`config.mk`:
```
export PLATFORM = sky130hd
export DESIGN_NAME = ctr_affinity_alloc
export DESIGN_NICKNAME = d
export VERILOG_FILES = /design/src/rtl/ctr_alloc_pkg.sv /design/src/rtl/ctr_aff_lookup.sv /design/src/rtl/ctr_low_pick.sv /design/src/rtl/ctr_used_bank.sv /design/src/rtl/ctr_affinity_alloc.sv
export SDC_FILE = /design/constraint.sdc
export NUM_CORES = 1
export LEC_CHECK = 0
export ABC_AREA = 1
export BUFFER_PORTS_ARGS = -buffer_cell sky130_fd_sc_hd__buf_2
export CAP_MARGIN = 20
export CORE_MARGIN = 2
export CORE_UTILIZATION = 48
export DETAILED_ROUTE_END_ITERATION = 10
export PLACE_DENSITY = 0.78
export SETUP_SLACK_MARGIN = 0.5
export SYNTH_ARGS = -nofsm -noshare
export SYNTH_HDL_FRONTEND = slang
export SYNTH_SLANG_ARGS = --single-unit
```
`constraint.sdc`:
```
create_clock -name clk -period 2.4 [get_ports clk]
set_input_delay 0.48 -clock clk [delete_from_list [all_inputs] [get_ports clk]]
set_output_delay 0.48 -clock clk [all_outputs]
set_load 0.005 [all_outputs]
```
`src/rtl/ctr_alloc_pkg.sv`:
```
package ctr_alloc_pkg;
   typedef enum logic {
      OP_ALLOC = 1'b0,
      OP_FREE  = 1'b1
   } alloc_op_e;

   localparam int unsigned TABLE_CTRS  = 10;
   localparam int unsigned TABLE_EVT_W = 8;
endpackage

```
`src/rtl/ctr_aff_lookup.sv`:
```
module ctr_aff_lookup #(
   parameter int unsigned NUM_CTRS = 10,
   parameter int unsigned EVT_W    = 8
) (
   input  logic [EVT_W-1:0]    evt,
   output logic [NUM_CTRS-1:0] allow
);
   localparam logic [NUM_CTRS-1:0] M_DEFAULT = ~NUM_CTRS'(3);
   localparam logic [NUM_CTRS-1:0] M_CYCLES  = M_DEFAULT | NUM_CTRS'(1);
   localparam logic [NUM_CTRS-1:0] M_INSTR   = NUM_CTRS'(10'b00_1000_0010);
   localparam logic [NUM_CTRS-1:0] M_HI3     = NUM_CTRS'(10'b00_1110_0000);
   localparam logic [NUM_CTRS-1:0] M_ONLY7   = NUM_CTRS'(10'b00_1000_0000);
   localparam logic [NUM_CTRS-1:0] M_EVEN3   = NUM_CTRS'(10'b00_0101_0100);
   localparam logic [NUM_CTRS-1:0] M_MID     = NUM_CTRS'(10'b00_1111_1100);

   always_comb begin
      case (evt) inside
         8'h02:                                   allow = M_CYCLES;
         8'h8C:                                   allow = M_INSTR;
         8'h01, 8'h97, 8'h9A, 8'h9F:              allow = M_ONLY7;
         [8'h8D:8'h90], [8'h93:8'h96], 8'h98, 8'h99,
         8'h9B, 8'h9C, [8'hBF:8'hC1], [8'hC4:8'hC6],
         8'hC8, 8'hCA, 8'hCB:                     allow = M_HI3;
         8'hF5, 8'hF6, 8'hF7, 8'hFD:              allow = M_EVEN3;
         8'hF8:                                   allow = M_MID;
         default:                                 allow = M_DEFAULT;
      endcase
   end
endmodule

```
`src/rtl/ctr_low_pick.sv`:
```
module ctr_low_pick #(
   parameter int unsigned N     = 10,
   parameter int unsigned IDX_W = 4
) (
   input  logic [N-1:0]     cand,
   output logic             hit,
   output logic [IDX_W-1:0] idx,
   output logic [N-1:0]     onehot
);
   logic [N:0] seen;

   assign seen[0] = 1'b0;
   for (genvar i = 0; i < N; i++) begin : g_chain
      assign onehot[i]  = cand[i] & ~seen[i];
      assign seen[i+1]  = seen[i] | cand[i];
   end
   assign hit = seen[N];

   always_comb begin
      idx = '0;
      for (int i = 0; i < N; i++) begin
         if (onehot[i]) idx = idx | IDX_W'(i);
      end
   end
endmodule

```
`src/rtl/ctr_used_bank.sv`:
```
module ctr_used_bank #(
   parameter int unsigned N     = 10,
   parameter int unsigned IDX_W = 4
) (
   input  logic             clk,
   input  logic             rst_n,
   input  logic [N-1:0]     set_mask,
   input  logic             clr_en,
   input  logic [IDX_W-1:0] clr_idx,
   output logic [N-1:0]     used
);
   for (genvar i = 0; i < N; i++) begin : g_bit
      logic clr_hit;
      assign clr_hit = clr_en && (clr_idx == IDX_W'(i));
      always_ff @(posedge clk or negedge rst_n) begin
         if (!rst_n)          used[i] <= 1'b0;
         else if (set_mask[i]) used[i] <= 1'b1;
         else if (clr_hit)    used[i] <= 1'b0;
      end
   end
endmodule

```
`src/rtl/ctr_affinity_alloc.sv`:
```
module ctr_affinity_alloc #(
   parameter int unsigned NUM_CTRS = 10,
   parameter int unsigned EVT_W    = 8,
   parameter int unsigned IDX_W    = $clog2(NUM_CTRS)
) (
   input  logic             clk,
   input  logic             rst_n,
   input  logic             req_valid,
   output logic             req_ready,
   input  logic             req_op,
   input  logic [EVT_W-1:0] req_event,
   input  logic [IDX_W-1:0] req_index,
   output logic             rsp_grant,
   output logic [IDX_W-1:0] rsp_index,
   output logic             rsp_fail
);
   import ctr_alloc_pkg::*;

   if (NUM_CTRS < TABLE_CTRS) begin : g_bad_ctrs
      $error("ctr_affinity_alloc: NUM_CTRS must cover the affinity table");
   end
   if (EVT_W != TABLE_EVT_W) begin : g_bad_evt
      $error("ctr_affinity_alloc: EVT_W must match the event code width");
   end
   if (IDX_W < $clog2(NUM_CTRS)) begin : g_bad_idx
      $error("ctr_affinity_alloc: IDX_W too narrow");
   end

   logic [NUM_CTRS-1:0] allow;
   logic [NUM_CTRS-1:0] used_q;
   logic [NUM_CTRS-1:0] pick_oh;
   logic [NUM_CTRS-1:0] set_mask;
   logic [IDX_W-1:0]    pick_idx;
   logic                pick_hit;
   logic                do_alloc;
   logic                do_free;

   assign req_ready = 1'b1;
   assign do_alloc  = req_valid && (alloc_op_e'(req_op) == OP_ALLOC);
   assign do_free   = req_valid && (alloc_op_e'(req_op) == OP_FREE);

   ctr_aff_lookup #(.NUM_CTRS(NUM_CTRS), .EVT_W(EVT_W)) u_lookup (
      .evt   (req_event),
      .allow (allow)
   );

   ctr_low_pick #(.N(NUM_CTRS), .IDX_W(IDX_W)) u_pick (
      .cand   (allow & ~used_q),
      .hit    (pick_hit),
      .idx    (pick_idx),
      .onehot (pick_oh)
   );

   assign set_mask = do_alloc ? pick_oh : '0;

   ctr_used_bank #(.N(NUM_CTRS), .IDX_W(IDX_W)) u_used (
      .clk      (clk),
      .rst_n    (rst_n),
      .set_mask (set_mask),
      .clr_en   (do_free),
      .clr_idx  (req_index),
      .used     (used_q)
   );

   always_ff @(posedge clk or negedge rst_n) begin
      if (!rst_n) begin
         rsp_grant <= 1'b0;
         rsp_fail  <= 1'b0;
         rsp_index <= '0;
      end else begin
         rsp_grant <= do_alloc && pick_hit;
         rsp_fail  <= do_alloc && !pick_hit;
         rsp_index <= (do_alloc && pick_hit) ? pick_idx : '0;
      end
   end
endmodule

```
After elaboration in Yosys (flattened, before gate mapping)
Cells that the tools add are included.

storage, ports and cells
  register bits after elaboration = 16
  bits of input ports = 16
  output and inout bits = 7
  logic and storage cells = 148

cells by class
  magnitude comparators = 8
  equality and inequality tests = 27
  mux-type cells = 37
  bitwise gates (word level) = 30
  reduce and logical (&&, ||, !) cells = 33

operators by type and width
  operator              number
  $eq A8 B8 Y1 const B  16
  $mux W10              7
  $ge A8 B8 Y1 const B  4
  $le A8 B8 Y1 const B  4
  $mux W1               21
  $reduce_bool A2 Y1    10
  $logic_and A1 B1 Y1   18
  $eq A4 B3 Y1 const B  4
  $mux W3               4
  $mux W4               3
  $reduce_or A11 Y1     1
  $and A10 B10 Y10      1
  $not A1 Y1            10
  $not A10 Y10          1
  $and A1 B1 Y1         9
  $or A1 B1 Y1          9
  $eq A4 B2 Y1 const B  2
  $eq A4 B4 Y1 const B  2
  $eq A8 B1 Y1 const B  1
  $eq A8 B2 Y1 const B  1
  $reduce_or A4 Y1      2
  $eq A4 B1 Y1 const B  1
  $logic_not A4 Y1      1
  $mux W2               2
  $logic_not A1 Y1      1

Longest topological paths before layout
  depth in word-level cells = 20
  gate-level depth with buffers = 16

Hierarchy
Synthesis repeated with hierarchy kept, for this count alone.

second synthesis, totals
  cells, all modules = 250
  area total of the unflattened synthesis = 1450.1 um2

by module, submodules not included
  module              instances  cells an instance  area an instance (um2)
  ctr_used_bank       1          63                 473.0
  ctr_affinity_alloc  1          64                 382.9
  ctr_aff_lookup      1          83                 377.9
  ctr_low_pick        1          40                 216.5

Least setup slack after synthesis
Ideal clock, no wire load.

  path type = input port to flip-flop
  start = input req_event[5]
  end = register rsp_index[2]
  arrival = 1.689 ns
  required time = 2.283 ns
  slack = 0.595 ns
  cell stages on the path = 13
  path buffers = 0
  path through = or2_1 -> nor2_1 -> nand2_1 -> nand3_2 -> inv_2 -> nand3_4 -> nand2_4 -> inv_2 -> nand4_1 -> nor2_1 -> nand4_1 -> nand2_2 -> nor2_1

between the ends
  cells in the longest elaborated chain, start to end = 20
  elaborated cells between the ends (all ways) = 65
  those cells by class = order compare (8); eq/ne (18); mux (13); bitwise (18); reduce/logical (8)

ends and longest elaborated chain
  element                                                                   line                                    text
  start: declaration                                                        ctr_affinity_alloc.sv:11                input logic [EVT_W-1:0] req_event,
  $ge A8 B8 Y1 (no line), or another cell as far along                      --
  $logic_and A1 B1 Y1 (no line) / $reduce_or A4 Y1 (equally long branches)  --
  $reduce_or A11 Y1 / $mux W10 (equally long branches)                      ctr_aff_lookup.sv:17                    case (evt) inside
  $mux W10 (3 in series)                                                    ctr_aff_lookup.sv:17
  $mux W10 *                                                                ctr_aff_lookup.sv:17
  $and A10 B10 Y10 *                                                        ctr_affinity_alloc.sv:48                .cand (allow & ~used_q),
  $or A1 B1 Y1 (3 in series)                                                ctr_low_pick.sv:15                      assign seen[i+1] = seen[i] | cand[i];
  $not A1 Y1 / $or A1 B1 Y1 (equally long branches)                         ctr_low_pick.sv:14, ctr_low_pick.sv:15
  $and A1 B1 Y1, or another cell as far along                               ctr_low_pick.sv:14                      assign onehot[i] = cand[i] & ~seen[i];
  $mux W3, or another cell as far along (2 in series)                       ctr_low_pick.sv:22                      if (onehot[i]) idx = idx | IDX_W'(i);
  $mux W3 / $and A1 B1 Y1 (equally long branches)                           ctr_low_pick.sv:22, ctr_low_pick.sv:14
  $mux W3                                                                   ctr_low_pick.sv:22
  $mux W4 (2 in series)                                                     ctr_low_pick.sv:22
  $mux W4 *                                                                 ctr_affinity_alloc.sv:73                rsp_index <= (do_alloc && pick_hit) ? pick_idx : '0;
  end signal: assignment                                                    ctr_affinity_alloc.sv:73
  end: declaration                                                          ctr_affinity_alloc.sv:14                output logic [IDX_W-1:0] rsp_index,

Mark *: on every way between the ends. The rest lies on a longest branch, timed or not.
A chain may end at the register's enable or synchronous reset.

Worst setup path after layout
  start = input req_event[3]
  end = register rsp_index[0]

between the ends
  cells in the longest elaborated chain, start to end = 20
  elaborated cells between the ends (all ways) = 70
  those cells by class = order compare (8); eq/ne (18); mux (16); bitwise (20); reduce/logical (8)

ends and longest elaborated chain
  element                                                                   line
  $ge A8 B8 Y1 (no line), or another cell as far along                      --
  $logic_and A1 B1 Y1 (no line) / $reduce_or A4 Y1 (equally long branches)  --
  $reduce_or A11 Y1 / $mux W10 (equally long branches)                      ctr_aff_lookup.sv:17
  $mux W10 (3 in series)                                                    ctr_aff_lookup.sv:17
  $mux W10 *                                                                ctr_aff_lookup.sv:17
  $and A10 B10 Y10 *                                                        ctr_affinity_alloc.sv:48
  $not A1 Y1 / $or A1 B1 Y1 (equally long branches)                         ctr_low_pick.sv:14, ctr_low_pick.sv:15
  $and A1 B1 Y1 / $or A1 B1 Y1 (equally long branches)                      ctr_low_pick.sv:14, ctr_low_pick.sv:15
  $mux W1, or another cell as far along                                     ctr_low_pick.sv:22
  $mux W2, or another cell as far along (2 in series)                       ctr_low_pick.sv:22
  $mux W3, or another cell as far along (3 in series)                       ctr_low_pick.sv:22
  $mux W3 / $not A1 Y1 (equally long branches)                              ctr_low_pick.sv:22, ctr_low_pick.sv:14
  $mux W4 / $and A1 B1 Y1 (equally long branches)                           ctr_low_pick.sv:22, ctr_low_pick.sv:14
  $mux W4                                                                   ctr_low_pick.sv:22
  $mux W4 *                                                                 ctr_affinity_alloc.sv:73

Marks and branches as above.

==> run summary <==
The proportion of power drawn by combinational gates is between 50% and 60%. In the routed design, unresolved DRC markers number 0. The distinct cell type count after synthesis came out at 26. In the synthesized netlist the async set-or-reset flop fraction comes to 100%. The number of failing hold endpoints at the final stage was 0. The share of post-route cells with drive strength above 1 came out at about 33%.

The finished cells cover about 0.0016 mm2. The number of endpoints failing setup at the final stage came out at 0. Based on the critical path, the design can be clocked at up to between 0.5 and 0.6 GHz. The global-route wire length before repair is about 4500 um.

From synthesis to final layout, the design area changed by 28.8%. The Yosys step of the flow raised 0 warnings. The cell area after placement is approximately 0.0014 mm2. Measured along the x axis, the die boundary spans approximately 55 um. The sink count of the clock tree came out at 16.

The initial standard-cell utilization of the core came out at approximately 50%. The largest net degree at the start of global routing is 17. The portion of the clock cycle consumed by the worst path in the final layout came out at between 80% and 90%. The total global routing overflow is 0. For this design the static power due to leakage is approximately 0.88 nW. The count of buffers from port buffering came out at 21.

The routed length per placed instance came out at between 10 and 15 um. The final number of max-transition violations is 0. The number of routed nets with antenna violations came out at 0. For the worst flop-to-flop path, the logic depth is 12. The count of inserted antenna diode cells came out at 0. The path class of the tightest hold or removal check is in -> async. The number of DRC markers in iteration 0 came out at 28. The number of top-level pins came out at 23. In this run switching power makes up a little over two fifths of total power. The sequential share of power came out at roughly 33%. The synthesized instance count came out at between 150 and 200. Setup repair after global routing could not meet its margin everywhere.

The run finished with clean final reports. The post-synthesis sequential element count is 16. The initialized floorplan defines 18 standard-cell rows. The internal reg-to-reg setup slack came out at roughly 0.84 ns. The worst path required time is roughly 2.6 ns.

The worst register-to-register path ends at rsp_index[0]. Summed over all layers, the routed wires come to around 3200 um. The cell area that synthesis handed to floorplanning was 0.00123 mm2.

The worst clock skew on the final layout is between 0.002 and 0.003 ns. The clock buffer count from CTS is 3. The routed layout has between 1000 and 1500 vias. The number of flops mapped to enable cells by yosys is 0. Leaving out fill and tap cells, the most frequent cell in the layout is nand2_1.

The worst-case vdd ir drop came out at 539 uV. The global-route usage over all layers is roughly a fifth. Before antenna repair, the detailed router went through 4 iterations.

The final net count came out at between 200 and 250. The clock network fraction of design power came out at roughly 15%. The number of nets in the synthesized netlist came out at just over 200. The data arrival time of the worst path is about 2.1 ns. The mean area per synthesized cell is about 6.6 um2. The reported max-cap violation count came out at 0.

The worst setup path is captured at a flop. The setup TNS after final layout came out at 0 ns. The die footprint is around 0.003 mm2. For this design the total switching power over the nets is between 0.4 and 0.5 mW. The worst flop-to-flop path startpoint is u_used.used[0]. Subtracting the final worst setup slack from the clock period gives between 1.5 and 2 ns. The average via count per standard cell came out at 5.35. By startpoint and endpoint, the worst setup path is classified as in -> reg. The share of synthesized area occupied by flip-flops and latches is 32.4%. The global placement routability congestion came out at just over 0.8.

The number of H-tree levels came out at 1. The number of antenna violations at the first check in global routing came to 0. The floorplan die height came out at between 50 and 60 um.

The clock latency on the worst-skew pair came out at 0.29 ns. The floorplan step defined a core boundary enclosing approximately 0.0025 mm2. The category of the worst setup path launch point is an input pin.

Of all nets on the critical path, the largest fanout is 6. The via count of the first global-routing pass came out at 1118. In the layout the commonest cells are nand2_1 (42), inv_1 (29), nor2_1 (21). TritonCTS built the clock tree. In the synthesized netlist the dominant register cell turns out to be dfrtp_1. The internal cell power is ~0.7 mW. The tree is rooted in a clkbuf_4. The clock-pin slew reported for the worst setup and hold paths after clock tree synthesis is 0.09 ns. The clock passes through at most 2 buffers. Dividing total power by cell area gives a power density of between 700 and 800 mW/mm2. The final HPWL from detailed placement is 2180 um.
-- critical path, stage by stage --
cell	delay, ns
buf_8	0.11
nor2_4	0.13
nand2_1	0.08
nand2_1	0.10
nor2_2	0.05
nand2_2	0.09
nand2_4	0.07
nor2_8	0.16
nand3_4	0.10
nand2_4	0.11
nor2_2	0.06
a21oi_1	0.14
nand2_1	0.06
inv_1	0.05
nand2_1	0.05
nor2_1	0.19
nor2_2	0.07
-- through the flow --
step	hold slack (ns)	util [%]	instances	power (mW)	worst slack (ns)
after floorplan	0.184	-	188	0.771	0.595
after global placement	0.408	56.1	239	0.890	0.254
final	0.0754	64.8	251	1.18	0.461
after CTS	0.0969	57.6	243	1.08	0.529
after detailed placement	0.411	56.1	239	0.900	0.231
after global routing	0.103	64.8	251	1.27	0.368
-- cell families (layout without fill, tap and decap cells) --
family | Yosys count | in the layout | share of synthesized area, %
and+or+nand+nor | 121 | 121 | 50.1
DFF | 16 | 16 | 32.4
other | 1 | 1 | 0.304
AOI/OAI and AO/OA | 14 | 14 | 5.98
buffers and inverters | 36 | 69 | 11.2
-- power by group through the flow --
stage          clock (mW)  combinational, mW  sequential (mW)
2_1_floorplan           0              0.390            0.380
3_3_place_gp            0              0.504            0.386
3_5_place_dp            0              0.512            0.388
4_1_cts             0.181              0.514            0.382
5_1_grt             0.193              0.687            0.393
6_report            0.180              0.618            0.384
-- Yosys cell counts (2+ instances only) --
master     n  area share [%]
nand3_2    5             4.1
nor2_2     5             2.5
nor2_1    31             9.4
inv_1     29             8.8
o21ai_0   10             4.1
inv_2      5             1.5
nand2_2    4             2.0
nand3b_1   2             1.2
nand3_1   14             5.7
o21ai_1    2            0.81
nand2_1   43              13
nand4_1    8             4.1
dfrtp_1   16              32
nor3_1     2            0.81
-- sequential cells by signal, summed over array words and instances, names as in the netlist --
name,cells
u_used.used,10
rsp_fail,1
rsp_index,4
rsp_grant,1
-- final cells by class --
| type | instances | area [um2] |
|---|---|---|
| flip-flops and latches | 16 | 400 |
| fillers | 226 | 865 |
| multi-input cells | 136 | 766 |
| well taps | 30 | 37.5 |
| clock buffers | 4 | 36.3 |
| inverters | 35 | 136 |
| repair buffers | 30 | 214 |
-- per-layer routing --
layer,track usage [%],part of all wire [%]
met4,5.00,2.1
met5,0,0
met3,2.46,4.7
met1,27.1,43
met2,36.7,50
-- how the worst max path moves through the flow --
stage                            start            to  slack, ns  cells past startpoint
after floorplan           req_event[5]  rsp_index[2]       0.59                     13
after global placement    req_event[2]  rsp_index[0]       0.25                     17
after detailed placement  req_event[2]  rsp_index[0]       0.23                     17
after CTS                 req_event[2]  rsp_index[0]       0.53                     17
after global routing      req_event[3]  rsp_index[0]       0.37                     14
final                     req_event[3]  rsp_index[0]       0.46                     17
-- repair_timing --
item / 4_1_cts / 5_1_grt
resized for setup: 0 / 39
setup endpoints to repair: 0 / 9
hold buffers: 0 / 0
buffers inserted: 0 / 8
No activity file was read; power rests on OpenSTA's default activity.
